### config.mk
export PLATFORM = sky130hd
export DESIGN_NAME = nand_pe_seq
export DESIGN_NICKNAME = d
export VERILOG_FILES = /design/src/rtl/nand_pe_pkg.sv /design/src/rtl/nand_pe_req.sv /design/src/rtl/nand_pe_fsm.sv /design/src/rtl/nand_pe_frame.sv /design/src/rtl/nand_pe_verdict.sv /design/src/rtl/nand_pe_seq.sv
export SDC_FILE = /design/constraint.sdc
export NUM_CORES = 1
export LEC_CHECK = 0
export ABC_CLOCK_PERIOD_IN_PS = 2000
export BUFFER_PORTS_ARGS = -buffer_cell sky130_fd_sc_hd__buf_4
export CAP_MARGIN = 10
export CORE_MARGIN = 8
export CORE_UTILIZATION = 36
export CTS_BUF_LIST = sky130_fd_sc_hd__clkbuf_8
export DETAILED_ROUTE_END_ITERATION = 10
export GPL_ROUTABILITY_DRIVEN = 0
export PLACE_DENSITY = 0.71
export SETUP_SLACK_MARGIN = 0.05
export SYNTH_ARGS = -nofsm -noshare
export SYNTH_HDL_FRONTEND = slang
export SYNTH_SLANG_ARGS = --single-unit
### constraint.sdc
create_clock -name clk -period 2 [get_ports clk]
set_input_delay 0 -clock clk [delete_from_list [all_inputs] [get_ports clk]]
set_output_delay 0 -clock clk [all_outputs]
set_load 0.1 [all_outputs]
### src/rtl/nand_pe_pkg.sv
package nand_pe_pkg;

  localparam logic [7:0] OPC_WREN       = 8'h06;
  localparam logic [7:0] OPC_LOAD_FRESH = 8'h02;
  localparam logic [7:0] OPC_LOAD_KEEP  = 8'h84;
  localparam logic [7:0] OPC_COMMIT     = 8'h10;
  localparam logic [7:0] OPC_ERASE      = 8'hD8;

  typedef enum logic [1:0] {
    STEP_NONE   = 2'd0,
    STEP_WREN   = 2'd1,
    STEP_LOAD   = 2'd2,
    STEP_COMMIT = 2'd3
  } step_e;

  typedef enum logic [1:0] {
    RES_OK      = 2'd0,
    RES_FAIL    = 2'd1,
    RES_TIMEOUT = 2'd2
  } res_e;

  typedef enum logic [3:0] {
    ST_IDLE       = 4'd0,
    ST_WREN_REQ   = 4'd1,
    ST_WREN_RUN   = 4'd2,
    ST_LOAD_REQ   = 4'd3,
    ST_LOAD_RUN   = 4'd4,
    ST_COMMIT_REQ = 4'd5,
    ST_COMMIT_RUN = 4'd6,
    ST_POLL_KICK  = 4'd7,
    ST_POLL_RUN   = 4'd8,
    ST_REPORT     = 4'd9
  } state_e;

endpackage

### src/rtl/nand_pe_req.sv
module nand_pe_req #(
  parameter int ROW_W = 24,
  parameter int COL_W = 16,
  parameter int LEN_W = 12
) (
  input  logic             clk,
  input  logic             rst_n,
  input  logic             load_en,
  input  logic             erase_i,
  input  logic             keep_i,
  input  logic [ROW_W-1:0] row_i,
  input  logic [COL_W-1:0] col_i,
  input  logic [LEN_W-1:0] len_i,
  output logic             erase_q,
  output logic             keep_q,
  output logic [ROW_W-1:0] row_q,
  output logic [COL_W-1:0] col_q,
  output logic [LEN_W-1:0] len_q
);

  logic             erase_d;
  logic             keep_d;
  logic [ROW_W-1:0] row_d;
  logic [COL_W-1:0] col_d;
  logic [LEN_W-1:0] len_d;

  always_comb begin
    erase_d = erase_q;
    keep_d  = keep_q;
    row_d   = row_q;
    col_d   = col_q;
    len_d   = len_q;
    if (load_en) begin
      erase_d = erase_i;
      keep_d  = keep_i;
      row_d   = row_i;
      col_d   = col_i;
      len_d   = len_i;
    end
  end

  always_ff @(posedge clk or negedge rst_n) begin
    if (!rst_n) begin
      erase_q <= 1'b0;
      keep_q  <= 1'b0;
      row_q   <= '0;
      col_q   <= '0;
      len_q   <= '0;
    end else begin
      erase_q <= erase_d;
      keep_q  <= keep_d;
      row_q   <= row_d;
      col_q   <= col_d;
      len_q   <= len_d;
    end
  end

endmodule

### src/rtl/nand_pe_fsm.sv
module nand_pe_fsm
  import nand_pe_pkg::*;
(
  input  logic  clk,
  input  logic  rst_n,
  input  logic  start,
  input  logic  is_erase,
  input  logic  frm_ready,
  input  logic  frm_done,
  input  logic  wait_done,
  output step_e step,
  output logic  frm_valid,
  output logic  wait_start,
  output logic  busy,
  output logic  done,
  output logic  accept,
  output logic  capture
);

  state_e state_q;
  state_e state_d;

  always_comb begin
    state_d = state_q;
    unique case (state_q)
      ST_IDLE:       if (start)     state_d = ST_WREN_REQ;
      ST_WREN_REQ:   if (frm_ready) state_d = ST_WREN_RUN;
      ST_WREN_RUN:   if (frm_done)  state_d = is_erase ? ST_COMMIT_REQ : ST_LOAD_REQ;
      ST_LOAD_REQ:   if (frm_ready) state_d = ST_LOAD_RUN;
      ST_LOAD_RUN:   if (frm_done)  state_d = ST_COMMIT_REQ;
      ST_COMMIT_REQ: if (frm_ready) state_d = ST_COMMIT_RUN;
      ST_COMMIT_RUN: if (frm_done)  state_d = ST_POLL_KICK;
      ST_POLL_KICK:                 state_d = ST_POLL_RUN;
      ST_POLL_RUN:   if (wait_done) state_d = ST_REPORT;
      ST_REPORT:                    state_d = ST_IDLE;
      default:                      state_d = ST_IDLE;
    endcase
  end

  always_ff @(posedge clk or negedge rst_n) begin
    if (!rst_n) state_q <= ST_IDLE;
    else        state_q <= state_d;
  end

  always_comb begin
    step = STEP_NONE;
    unique case (state_q)
      ST_WREN_REQ, ST_WREN_RUN:     step = STEP_WREN;
      ST_LOAD_REQ, ST_LOAD_RUN:     step = STEP_LOAD;
      ST_COMMIT_REQ, ST_COMMIT_RUN: step = STEP_COMMIT;
      default:                      step = STEP_NONE;
    endcase
  end

  assign frm_valid  = (state_q == ST_WREN_REQ) || (state_q == ST_LOAD_REQ) ||
                      (state_q == ST_COMMIT_REQ);
  assign wait_start = (state_q == ST_POLL_KICK);
  assign busy       = (state_q != ST_IDLE);
  assign done       = (state_q == ST_REPORT);
  assign accept     = (state_q == ST_IDLE) && start;
  assign capture    = (state_q == ST_POLL_RUN) && wait_done;

endmodule

### src/rtl/nand_pe_frame.sv
module nand_pe_frame
  import nand_pe_pkg::*;
#(
  parameter int ROW_W  = 24,
  parameter int COL_W  = 16,
  parameter int LEN_W  = 12,
  parameter int ADDR_W = 24
) (
  input  step_e             step,
  input  logic              is_erase,
  input  logic              keep,
  input  logic [ROW_W-1:0]  row,
  input  logic [COL_W-1:0]  col,
  input  logic [LEN_W-1:0]  len,
  output logic [7:0]        opcode,
  output logic [1:0]        addr_bytes,
  output logic [ADDR_W-1:0] addr,
  output logic [LEN_W-1:0]  data_len
);

  logic [ADDR_W-1:0] row_ext;
  logic [ADDR_W-1:0] col_ext;

  generate
    if (ADDR_W > ROW_W) begin : g_row_pad
      assign row_ext = {{(ADDR_W-ROW_W){1'b0}}, row};
    end else begin : g_row_fit
      assign row_ext = row[ADDR_W-1:0];
    end
    if (ADDR_W > COL_W) begin : g_col_pad
      assign col_ext = {{(ADDR_W-COL_W){1'b0}}, col};
    end else begin : g_col_fit
      assign col_ext = col[ADDR_W-1:0];
    end
  endgenerate

  always_comb begin
    opcode     = 8'h00;
    addr_bytes = 2'd0;
    addr       = '0;
    data_len   = '0;
    unique case (step)
      STEP_WREN: opcode = OPC_WREN;
      STEP_LOAD: begin
        opcode     = keep ? OPC_LOAD_KEEP : OPC_LOAD_FRESH;
        addr_bytes = 2'd2;
        addr       = col_ext;
        data_len   = len;
      end
      STEP_COMMIT: begin
        opcode     = is_erase ? OPC_ERASE : OPC_COMMIT;
        addr_bytes = 2'd3;
        addr       = row_ext;
      end
      default: opcode = 8'h00;
    endcase
  end

endmodule

### src/rtl/nand_pe_verdict.sv
module nand_pe_verdict
  import nand_pe_pkg::*;
#(
  parameter int STAT_W         = 8,
  parameter int PROG_FAIL_BIT  = 3,
  parameter int ERASE_FAIL_BIT = 2
) (
  input  logic              clk,
  input  logic              rst_n,
  input  logic              capture,
  input  logic              is_erase,
  input  logic              timeout,
  input  logic [STAT_W-1:0] status,
  output logic [1:0]        result
);

  localparam logic [STAT_W-1:0] PROG_MASK  = STAT_W'(1) << PROG_FAIL_BIT;
  localparam logic [STAT_W-1:0] ERASE_MASK = STAT_W'(1) << ERASE_FAIL_BIT;

  logic       failed;
  res_e       res_d;
  logic [1:0] res_q;

  assign failed = |(status & (is_erase ? ERASE_MASK : PROG_MASK));

  always_comb begin
    res_d = res_e'(res_q);
    if (capture) begin
      if (timeout)     res_d = RES_TIMEOUT;
      else if (failed) res_d = RES_FAIL;
      else             res_d = RES_OK;
    end
  end

  always_ff @(posedge clk or negedge rst_n) begin
    if (!rst_n) res_q <= RES_OK;
    else        res_q <= res_d;
  end

  assign result = res_q;

endmodule

### src/rtl/nand_pe_seq.sv
module nand_pe_seq
  import nand_pe_pkg::*;
#(
  parameter int ROW_W          = 24,
  parameter int COL_W          = 16,
  parameter int LEN_W          = 12,
  parameter int ADDR_W         = 24,
  parameter int STAT_W         = 8,
  parameter int PROG_FAIL_BIT  = 3,
  parameter int ERASE_FAIL_BIT = 2
) (
  input  logic              clk,
  input  logic              rst_n,
  input  logic              start,
  input  logic              op_erase,
  input  logic              keep_cache,
  input  logic [ROW_W-1:0]  row_addr,
  input  logic [COL_W-1:0]  col_addr,
  input  logic [LEN_W-1:0]  data_len,
  output logic              busy,
  output logic              done,
  output logic [1:0]        result,
  output logic              frm_valid,
  input  logic              frm_ready,
  output logic [7:0]        frm_opcode,
  output logic [1:0]        frm_addr_bytes,
  output logic [ADDR_W-1:0] frm_addr,
  output logic [LEN_W-1:0]  frm_data_len,
  input  logic              frm_done,
  output logic              wait_start,
  input  logic              wait_done,
  input  logic              wait_timeout,
  input  logic [STAT_W-1:0] wait_status
);

  logic             accept;
  logic             capture;
  logic             erase_q;
  logic             keep_q;
  logic [ROW_W-1:0] row_q;
  logic [COL_W-1:0] col_q;
  logic [LEN_W-1:0] len_q;
  step_e            step;

  nand_pe_req #(.ROW_W(ROW_W), .COL_W(COL_W), .LEN_W(LEN_W)) u_req (
    .clk     (clk),
    .rst_n   (rst_n),
    .load_en (accept),
    .erase_i (op_erase),
    .keep_i  (keep_cache),
    .row_i   (row_addr),
    .col_i   (col_addr),
    .len_i   (data_len),
    .erase_q (erase_q),
    .keep_q  (keep_q),
    .row_q   (row_q),
    .col_q   (col_q),
    .len_q   (len_q)
  );

  nand_pe_fsm u_fsm (
    .clk        (clk),
    .rst_n      (rst_n),
    .start      (start),
    .is_erase   (erase_q),
    .frm_ready  (frm_ready),
    .frm_done   (frm_done),
    .wait_done  (wait_done),
    .step       (step),
    .frm_valid  (frm_valid),
    .wait_start (wait_start),
    .busy       (busy),
    .done       (done),
    .accept     (accept),
    .capture    (capture)
  );

  nand_pe_frame #(.ROW_W(ROW_W), .COL_W(COL_W), .LEN_W(LEN_W), .ADDR_W(ADDR_W)) u_frame (
    .step       (step),
    .is_erase   (erase_q),
    .keep       (keep_q),
    .row        (row_q),
    .col        (col_q),
    .len        (len_q),
    .opcode     (frm_opcode),
    .addr_bytes (frm_addr_bytes),
    .addr       (frm_addr),
    .data_len   (frm_data_len)
  );

  nand_pe_verdict #(
    .STAT_W(STAT_W), .PROG_FAIL_BIT(PROG_FAIL_BIT), .ERASE_FAIL_BIT(ERASE_FAIL_BIT)
  ) u_verdict (
    .clk      (clk),
    .rst_n    (rst_n),
    .capture  (capture),
    .is_erase (erase_q),
    .timeout  (wait_timeout),
    .status   (wait_status),
    .result   (result)
  );

endmodule

==> impl_metrics.env, run 1 <==
export IMPL_status="finished clean"
export IMPL_io_pins=121
export IMPL_rows=34
export IMPL_fin_cells=544
export IMPL_vias=2614
export IMPL_yosysWarningCount=0
export IMPL_endpoint_kind="output pin"
export IMPL_drv_slew=0
export IMPL_grt_max_degree=61
export IMPL_grt_pass1_wl_um=14600
export IMPL_hold_violations=0
export IMPL_design_core_area_um2=8590
export IMPL_rsz0062_at_grt="true"
export IMPL_path_clk_slew_ns=0.07
export IMPL_routed_wl_um=9660
export IMPL_drive_gt1_frac=0.567
export IMPL_clockRootBuffer="clkbuf_8"
export IMPL_hp_class="input pin to flip-flop"
export IMPL_initial_core_util=0.367
export IMPL_hold_slack_ns=0.0327
export IMPL_numCtsBuffers=9
export IMPL_netlist_instances=253
export IMPL_reg2reg_depth=5
export IMPL_synth_avg_cell_area_um2=12.5
export IMPL_layout_commonest_cell="buf_4"
export IMPL_dp_final_hpwl_um=5980
export IMPL_layout_nets=500
export IMPL_period_share=0.946
export IMPL_cts_tree="yes"
export IMPL_finalSetupViolations=0
export IMPL_drcViolationCount=0
export IMPL_path_cells="buf_6 -> and3b_2 -> buf_6 -> o21ai_0 -> a21oi_4 -> buf_8"
export IMPL_path_class="flip-flop to output pin"
export IMPL_cts_sinks=60
export IMPL_critPathMaxStageDelay_ns=0.43
export IMPL_fmax_mhz=529
export IMPL_synthToLayoutAreaGrowth_pct=71.9
export IMPL_period_minus_slack_ns=1.89
export IMPL_startpoint_type="flip-flop"
export IMPL_n_antenna_cell=0
export IMPL_track_usage=0.157
export IMPL_worst_pin_slew_ns=0.771
export IMPL_path_delay_family="buffers and inverters"
export IMPL_critical_path_buf_inv_count=3
export IMPL_hold_depth=4
export IMPL_die_y_um=110
export IMPL_htree_levels=3
export IMPL_clockBufferDepth=2
export IMPL_antenna_found_initial=0
export IMPL_grt_overflow=0
export IMPL_skew_ns=0.00872
export IMPL_crit_path_max_fanout=8
export IMPL_crit_path_top_delay_cell="dfrtp_1"
export IMPL_vias_per_cell=4.81
export IMPL_route_antenna_remaining_nets=0
export IMPL_cp_common_cell="buf_6"
export IMPL_mostFrequentLayoutCells="buf_4 (84), dlygate4sd3_1 (58), dfrtp_1 (57)"
export IMPL_maxCapViolCount=0
export IMPL_die_w_um=110
export IMPL_first_pass_iters=4
export IMPL_fin_setup_tns_ns=0
export IMPL_dieArea_um2=12000
export IMPL_grt_pass1_vias=2959
export IMPL_synth_cell_types=35
export IMPL_ys_seq_elements=60
export IMPL_placedCellCount=462
export IMPL_worstPathRequired_ns=2.00
export IMPL_clk_latency_ns=0.34
export IMPL_ys_seq_area_frac=0.476
export IMPL_port_buffers=112
export IMPL_drtIter0Drc=70
export IMPL_critical_path_depth=6
export IMPL_netlist_area_um2=3150
export IMPL_wire_per_inst_um=17.7
export IMPL_critPathArrivalTime_ns=1.89
export IMPL_relSlewSlack=0.486
sequential cells by signal, indices dropped and copies added, names as in the netlist:
name and cells:
u_req.row_q 24, u_req.col_q 16, u_req.len_q 12, u_fsm.state_q 4, u_verdict.result 2, u_req.erase_q 1
u_req.keep_q 1
worst min-delay path: stages:
cell     delay (ns)
buf_4          0.07
mux2i_1        0.05
nor2_1         0.08
mux2_2         0.15
cell type report:
cell class / count / area [um2]
clock inverter: 6 / 87.6
tap: 108 / 135
fill: 644 / 3170
sequential: 60 / 1510
timing repair buffer: 189 / 1830
inverter: 1 / 3.75
clock buffer: 10 / 138
multi-input combinational: 170 / 1720
metal layers:
metal,part of all wire,wire (um),vias to the layer above,global-route usage
met5,0,0,-,0
met4,0.013,130,0,0.0501
met3,0.069,669,13,0.0516
met2,0.50,4800,79,0.266
met1,0.42,4050,1283,0.184
li1,-,-,1239,-
stage by stage:
stage                     setup slack, ns   util  instance area [um2]
final                               0.109  0.631                 5420
after global routing               0.0335  0.631                 5420
after CTS                          0.0124  0.604                 5190
after detailed placement            0.209  0.498                 4280
after global placement              0.251  0.498                 4280
after floorplan                    0.0784      -                 3360
cell usage after synthesis:
cell type / number / area [um2]
o21bai_1: 1 / 7.51
a22o_1: 1 / 8.76
o311ai_0: 1 / 8.76
mux2_4: 50 / 751
buf_4: 8 / 60.1
mux2_2: 6 / 67.6
a31oi_1: 1 / 6.26
conb_1: 1 / 3.75
nand2b_1: 2 / 12.5
nand4_1: 1 / 6.26
nand3_4: 1 / 17.5
buf_6: 5 / 56.3
clkbuf_2: 1 / 5.00
nor2_4: 1 / 11.3
clkbuf_1: 5 / 18.8
nor2_1: 4 / 15.0
nor3b_2: 1 / 12.5
buf_2: 4 / 20.0
o21ba_2: 1 / 10.0
xor2_2: 1 / 16.3
nand2_1: 6 / 22.5
a211o_1: 1 / 8.76
and2b_1: 1 / 7.51
o21ai_0: 19 / 95.1
mux2i_1: 2 / 20.0
dfrtp_1: 60 / 1500
a21oi_1: 21 / 105
and3b_1: 1 / 8.76
nor2b_1: 3 / 18.8
a31o_2: 1 / 8.76
nor4bb_1: 1 / 10.0
nor3b_1: 1 / 7.51
nand3_1: 18 / 90.1
inv_1: 1 / 3.75
and2_1: 21 / 131
final timing paths:
kind                       slack, ns                  end        startpoint
min in group asynchronous       0.30      u_req.row_q[22]             rst_n
max                             0.11         frm_addr[14]  u_fsm.state_q[2]
min reg2reg                     0.50      u_req.row_q[18]   u_req.row_q[18]
max in group asynchronous       1.16     u_fsm.state_q[1]             rst_n
min                             0.03  u_verdict.result[0]    wait_status[3]
max reg2reg                     0.24     u_fsm.state_q[2]  u_fsm.state_q[1]
timing repair:
action,4_1_cts,5_1_grt
setup endpoints to repair,42,41
hold endpoints to repair,117,0
gates resized for setup,26,64
cloned,0,2
hold buffers,58,0
pin swaps,0,6
buffers inserted,1,5
cells by family after synthesis:
family,Yosys count,synth area share
XOR/XNOR,1,0.00516
multiplexers,58,0.266
other,1,0.00119
AO/OA/AOI/OAI,47,0.0821
AND/OR/NAND/NOR,62,0.118
flip-flops,60,0.476
buffers and inverters,24,0.0520
Power of run 1 is not shown: default switching activity piles up to over one toggle a cycle in this logic, so the estimate is an artifact.
==> inputs of run 2 (changes only) <==
--- a/config.mk
+++ b/config.mk
@@ -8,6 +8,7 @@
 export ABC_CLOCK_PERIOD_IN_PS = 2000
 export BUFFER_PORTS_ARGS = -buffer_cell sky130_fd_sc_hd__buf_4
 export CAP_MARGIN = 10
+export CORE_ASPECT_RATIO = 0.75
 export CORE_MARGIN = 8
 export CORE_UTILIZATION = 36
 export CTS_BUF_LIST = sky130_fd_sc_hd__clkbuf_8
==> run 2 against run 1 <==
Clock-buffer cell count up 1. Die area rose by 0.26%. First-iteration DRC count is 49% higher. Critical endpoint is now frm_data_len[5]. Critical path depth fell by 1. Register-to-register slack gained 0.02 ns. Non-clock buffer count down 5. Wire length is 0.33% higher. Final cell count decreased by 0.74%. Cell area decreased by 1.1%. Largest cell class unchanged.
==> impl_metrics.env, run 2 (synthesis gave the netlist of run 1 again) <==
export IMPL_numCtsBuffers=9
export IMPL_largest_reg_flops=24
export IMPL_layout_commonest_cell="buf_4"
export IMPL_reg2reg_to="u_fsm.state_q[2]"
export IMPL_hold_end="u_fsm.state_q[1]"
export IMPL_nFillCells=647
export IMPL_top_regs="u_req.row_q: 24 flops, u_req.col_q: 16 flops, u_req.len_q: 12 flops"
export IMPL_grt_pass1_vias=2875
export IMPL_rrSetupSlack_ns=0.26
export IMPL_top_register="u_req.row_q"
export IMPL_mostFrequentLayoutCells="buf_4 (95), dlygate4sd3_1 (58), dfrtp_1 (56)"
export IMPL_relSlewSlack=0.477
export IMPL_fin_cells=540
export IMPL_die_w_um=124
export IMPL_clockRootBuffer="clkbuf_8"
export IMPL_status="finished clean"
export IMPL_min_from="frm_done"
export IMPL_met3_wirelength_um=684
export IMPL_routed_wl_um=9690
export IMPL_skew_ns=0.00544
export IMPL_htree_levels=3
export IMPL_hold_violations=0
export IMPL_cts_tree="yes"
export IMPL_dieArea_um2=12000
export IMPL_regArea_um2=1510
export IMPL_startpoint_type="flip-flop"
export IMPL_hold_slack_ns=0.0364
export IMPL_reg2reg_depth=5
export IMPL_synthToLayoutAreaGrowth_pct=70.1
export IMPL_multi_input_area_um2=1720
export IMPL_clockBufferDepth=2
export IMPL_endpoint_kind="output pin"
export IMPL_design_core_area_um2=8490
export IMPL_dp_final_hpwl_um=6180
export IMPL_worstPathRequired_ns=2.00
export IMPL_die_y_um=97.1
export IMPL_maxCapViolCount=0
export IMPL_drcViolationCount=0
export IMPL_rows=29
export IMPL_drtIter0Drc=104
export IMPL_highest_layer="met4"
export IMPL_drv_slew=0
export IMPL_fin_setup_tns_ns=0
export IMPL_antenna_found_initial=0
export IMPL_rsz0062_at_grt="true"
export IMPL_wire_per_inst_um=17.9
export IMPL_clk_latency_ns=0.34
export IMPL_grt_overflow=0
export IMPL_met1_length_um=4080
export IMPL_initial_core_util=0.372
export IMPL_grt_max_degree=61
export IMPL_path_class="flip-flop to output pin"
export IMPL_cts_sinks=60
export IMPL_finalSetupViolations=0
export IMPL_crit_path_max_fanout=15
export IMPL_hp_class="input pin to flip-flop"
export IMPL_grt_pass1_wl_um=15300
export IMPL_drive_gt1_frac=0.567
export IMPL_path_clk_slew_ns=0.07
export IMPL_layout_nets=496
export IMPL_fmax_mhz=527
export IMPL_rr_startpoint="u_fsm.state_q[1]"
export IMPL_n_antenna_cell=0
export IMPL_period_share=0.949
export IMPL_vias_per_cell=4.78
export IMPL_io_pins=121
export IMPL_final_core_util=0.632
export IMPL_period_minus_slack_ns=1.90
export IMPL_vias=2579
export IMPL_hold_depth=4
export IMPL_route_antenna_remaining_nets=0
export IMPL_track_usage=0.160
export IMPL_critPathArrivalTime_ns=1.90
export IMPL_placedCellCount=465
export IMPL_dr_wl_met2_um=4850
export IMPL_port_buffers=112
export IMPL_worst_pin_slew_ns=0.784
export IMPL_first_pass_iters=4
[run 2: final cells by class]
cell class,count,area share
repair buffers,184,0.325
flip-flops and latches,60,0.281
clock buffers,11,0.0282
well taps,108,0.0252
inverters,1,0.000700
multi-input cells,171,0.321
clock inverters,5,0.0184
[run 2: worst max-delay path by stage]
stage | from | to | depth (start not counted)
finish | u_fsm.state_q[0] | frm_data_len[5] | 5
global route | u_fsm.state_q[0] | frm_data_len[2] | 5
CTS | u_fsm.state_q[1] | frm_addr[15] | 5
detailed placement | u_fsm.state_q[2] | frm_data_len[2] | 5
global placement | u_fsm.state_q[2] | frm_data_len[10] | 4
floorplan | u_fsm.state_q[0] | frm_opcode[6] | 6
[run 2: per-stage QoR]
step / setup slack [ns] / area [um2]
2_1_floorplan: 0.0784 / 3360
3_5_place_dp: 0.252 / 4310
4_1_cts: 0.0483 / 5220
6_report: 0.101 / 5360
3_3_place_gp: 0.308 / 4310
5_1_grt: 0.0229 / 5360
[run 2: worst max-delay path, stage by stage (launching register included)]
cell and delay, ns:
dfrtp_2 0.46, nor3b_4 0.28, buf_12 0.18, o21ba_2 0.24
and2_1 0.18, buf_6 0.23
[run 2: repair_timing]
| item | 4_1_cts | 5_1_grt |
|---|---|---|
| gates cloned | 0 | 1 |
| resized for setup | 22 | 41 |
| pin swaps | 0 | 2 |
| endpoints found under the setup margin | 28 | 39 |
| hold buffers | 58 | 0 |
| endpoints found under the hold margin | 116 | 0 |
| buffers inserted | 0 | 0 |
[run 2: metal layers]
layer	track usage	vias up
met1	0.192	1266
met5	0	-
met4	0.0301	0
li1	-	1234
met3	0.0499	5
met2	0.275	74
Power of run 2 is left out for the same reason.
==> inputs of run 3 (changes only) <==
--- a/config.mk
+++ b/config.mk
@@ -5,7 +5,7 @@
 export SDC_FILE = /design/constraint.sdc
 export NUM_CORES = 1
 export LEC_CHECK = 0
-export ABC_CLOCK_PERIOD_IN_PS = 2000
+export ABC_CLOCK_PERIOD_IN_PS = 1700
 export BUFFER_PORTS_ARGS = -buffer_cell sky130_fd_sc_hd__buf_4
 export CAP_MARGIN = 10
 export CORE_ASPECT_RATIO = 0.75
@@ -14,7 +14,7 @@
 export CTS_BUF_LIST = sky130_fd_sc_hd__clkbuf_8
 export DETAILED_ROUTE_END_ITERATION = 10
 export GPL_ROUTABILITY_DRIVEN = 0
-export PLACE_DENSITY = 0.71
+export PLACE_DENSITY = 0.73
 export SETUP_SLACK_MARGIN = 0.05
 export SYNTH_ARGS = -nofsm -noshare
 export SYNTH_HDL_FRONTEND = slang
==> constraint.sdc (replaced) <==
create_clock -name clk -period 1.7 [get_ports clk]
set_input_delay 0 -clock clk [delete_from_list [all_inputs] [get_ports clk]]
set_output_delay 0 -clock clk [all_outputs]
set_load 0.1 [all_outputs]
==> run 3 against run 2 <==
The flow now finishes with violations (setup timing). First-iteration DRC count decreased by 16%. Wire length increased by 9.6%. Critical path depth increased by 1. Hold slack improved by 0.031 ns. Critical path type unchanged. Highest routed layer unchanged.
==> impl_metrics.env, run 3 (synthesis gave the netlist of run 1 again) <==
export IMPL_status="finished with violations"
export IMPL_failed_checks="setup timing"
export IMPL_top_register="u_req.row_q"
export IMPL_final_core_util=0.723
export IMPL_critical_path_depth=6
export IMPL_endpoint_kind="output pin"
export IMPL_rr_startpoint="u_fsm.state_q[0]"
export IMPL_crit_path_top_delay_cell="dfrtp_2"
export IMPL_grt_overflow=0
export IMPL_cts_sinks=60
export IMPL_worstPathRequired_ns=1.70
export IMPL_period_minus_slack_ns=1.80
export IMPL_routed_wl_um=10600
export IMPL_multi_input_area_um2=1960
export IMPL_worst_pin_slew_ns=0.506
export IMPL_die_w_um=124
export IMPL_hold_slack_ns=0.0670
export IMPL_port_buffers=112
export IMPL_antenna_found_initial=0
export IMPL_rows=29
export IMPL_drtIter0Drc=87
export IMPL_vias_per_cell=4.87
export IMPL_cp_common_cell="buf_12"
export IMPL_hp_class="input pin to flip-flop"
export IMPL_min_from="wait_status[3]"
export IMPL_clockRootBuffer="clkbuf_8"
export IMPL_initial_core_util=0.372
export IMPL_n_antenna_cell=0
export IMPL_htree_levels=3
export IMPL_crit_path_max_fanout=7
export IMPL_grt_pass1_vias=3081
export IMPL_wire_per_inst_um=19.2
export IMPL_critPathArrivalTime_ns=1.80
export IMPL_path_delay_family="flip-flops"
export IMPL_drcViolationCount=0
export IMPL_drv_slew=0
export IMPL_hold_depth=4
export IMPL_dieArea_um2=12000
export IMPL_regArea_um2=1510
export IMPL_layout_commonest_cell="buf_4"
export IMPL_path_clk_slew_ns=0.07
export IMPL_layout_nets=508
export IMPL_die_y_um=97.1
export IMPL_numCtsBuffers=9
export IMPL_layout_setup_ws_ns=-0.0992
export IMPL_mostFrequentLayoutCells="buf_4 (75), dlygate4sd3_1 (58), dfrtp_1 (56)"
export IMPL_synthToLayoutAreaGrowth_pct=94.7
export IMPL_largest_reg_flops=24
export IMPL_fmax_mhz=556
export IMPL_top_regs="u_req.row_q: 24 flops, u_req.col_q: 16 flops, u_req.len_q: 12 flops"
export IMPL_reg2reg_to="u_req.col_q[4]"
export IMPL_grt_max_degree=36
export IMPL_startpoint_type="flip-flop"
export IMPL_hold_end="u_verdict.result[0]"
export IMPL_period_share=1.06
export IMPL_first_pass_iters=4
export IMPL_vias=2689
export IMPL_hold_violations=0
export IMPL_path_cells="nor3b_4 -> buf_12 -> buf_12 -> o21ai_2 -> a21oi_4 -> buf_12"
export IMPL_critical_path_buf_inv_count=3
export IMPL_cts_tree="yes"
export IMPL_nFillCells=559
export IMPL_io_pins=121
export IMPL_clockBufferDepth=2
export IMPL_track_usage=0.180
export IMPL_critPathMaxStageDelay_ns=0.49
export IMPL_rrSetupSlack_ns=0.09
export IMPL_dp_final_hpwl_um=6330
export IMPL_path_class="flip-flop to output pin"
export IMPL_maxCapViolCount=0
export IMPL_finalSetupViolations=41
export IMPL_route_antenna_remaining_nets=0
export IMPL_design_core_area_um2=8490
export IMPL_drive_gt1_frac=0.646
export IMPL_reg2reg_depth=5
export IMPL_clk_latency_ns=0.34
export IMPL_relSlewSlack=0.662
export IMPL_grt_pass1_wl_um=16900
export IMPL_rsz0062_at_grt="true"
export IMPL_skew_ns=0.00724
run 3: cell types whose count changed in the layout (fill, tap and decap cells not counted), moves of 7 or more:
cell	before	now
a21oi_2	8	1
and2_1	9	0
buf_8	11	1
buf_12	7	51
and2_4	4	18
a21oi_4	12	19
buf_4	95	75
o21ai_0	14	2
o21ai_2	0	12
run 3: metal layers:
metal | track usage | up-vias | routed length (um)
li1 | - | 1259 | -
met1 | 0.214 | 1329 | 4320
met2 | 0.309 | 87 | 5550
met5 | 0 | - | 0
met4 | 0.0575 | 0 | 158
met3 | 0.0430 | 14 | 589
run 3: worst min-delay path, cell delays in order:
cell and delay (ns):
buf_4 0.08, mux2i_1 0.05, nor2_1 0.08, mux2_2 0.15
run 3: repair_timing:
| item | 4_1_cts | 5_1_grt |
|---|---|---|
| endpoints found under the setup margin | 45 | 56 |
| pin swaps | 19 | 15 |
| hold buffers | 58 | 0 |
| buffers inserted | 3 | 3 |
| cloned | 2 | 0 |
| gates resized for setup | 173 | 34 |
| endpoints found under the hold margin | 90 | 0 |
run 3: cell type report:
class | instances | area share
Clock buffer | 12 | 0.0269
Clock inverter | 4 | 0.0116
Inverter | 1 | 0.000611
Multi-Input combinational cell | 171 | 0.319
Sequential cell | 60 | 0.245
Tap cell | 108 | 0.0220
Timing Repair Buffer | 196 | 0.375
run 3: worst max path at each step:
stage	end	slack, ns	from
after floorplan	frm_opcode[1]	-0.25	u_fsm.state_q[2]
after global placement	frm_data_len[11]	0.06	u_fsm.state_q[1]
after detailed placement	frm_data_len[11]	0.07	u_fsm.state_q[0]
after CTS	frm_opcode[1]	-0.13	u_fsm.state_q[1]
after global routing	frm_opcode[1]	-0.18	u_fsm.state_q[1]
final	frm_addr[5]	-0.1	u_fsm.state_q[1]
run 3: per-stage QoR:
step | setup TNS (ns) | instance area [um2] | cells | setup WS, ns
final | -2.90 | 6140 | 552 | -0.0992
after global routing | -6.40 | 6140 | 552 | -0.183
after CTS | -3.69 | 5960 | 549 | -0.126
after detailed placement | 0 | 4460 | 470 | 0.0739
after global placement | 0 | 4460 | 470 | 0.0582
after floorplan | -0.586 | 3480 | 254 | -0.248
Power of run 3 is left out for the same reason.
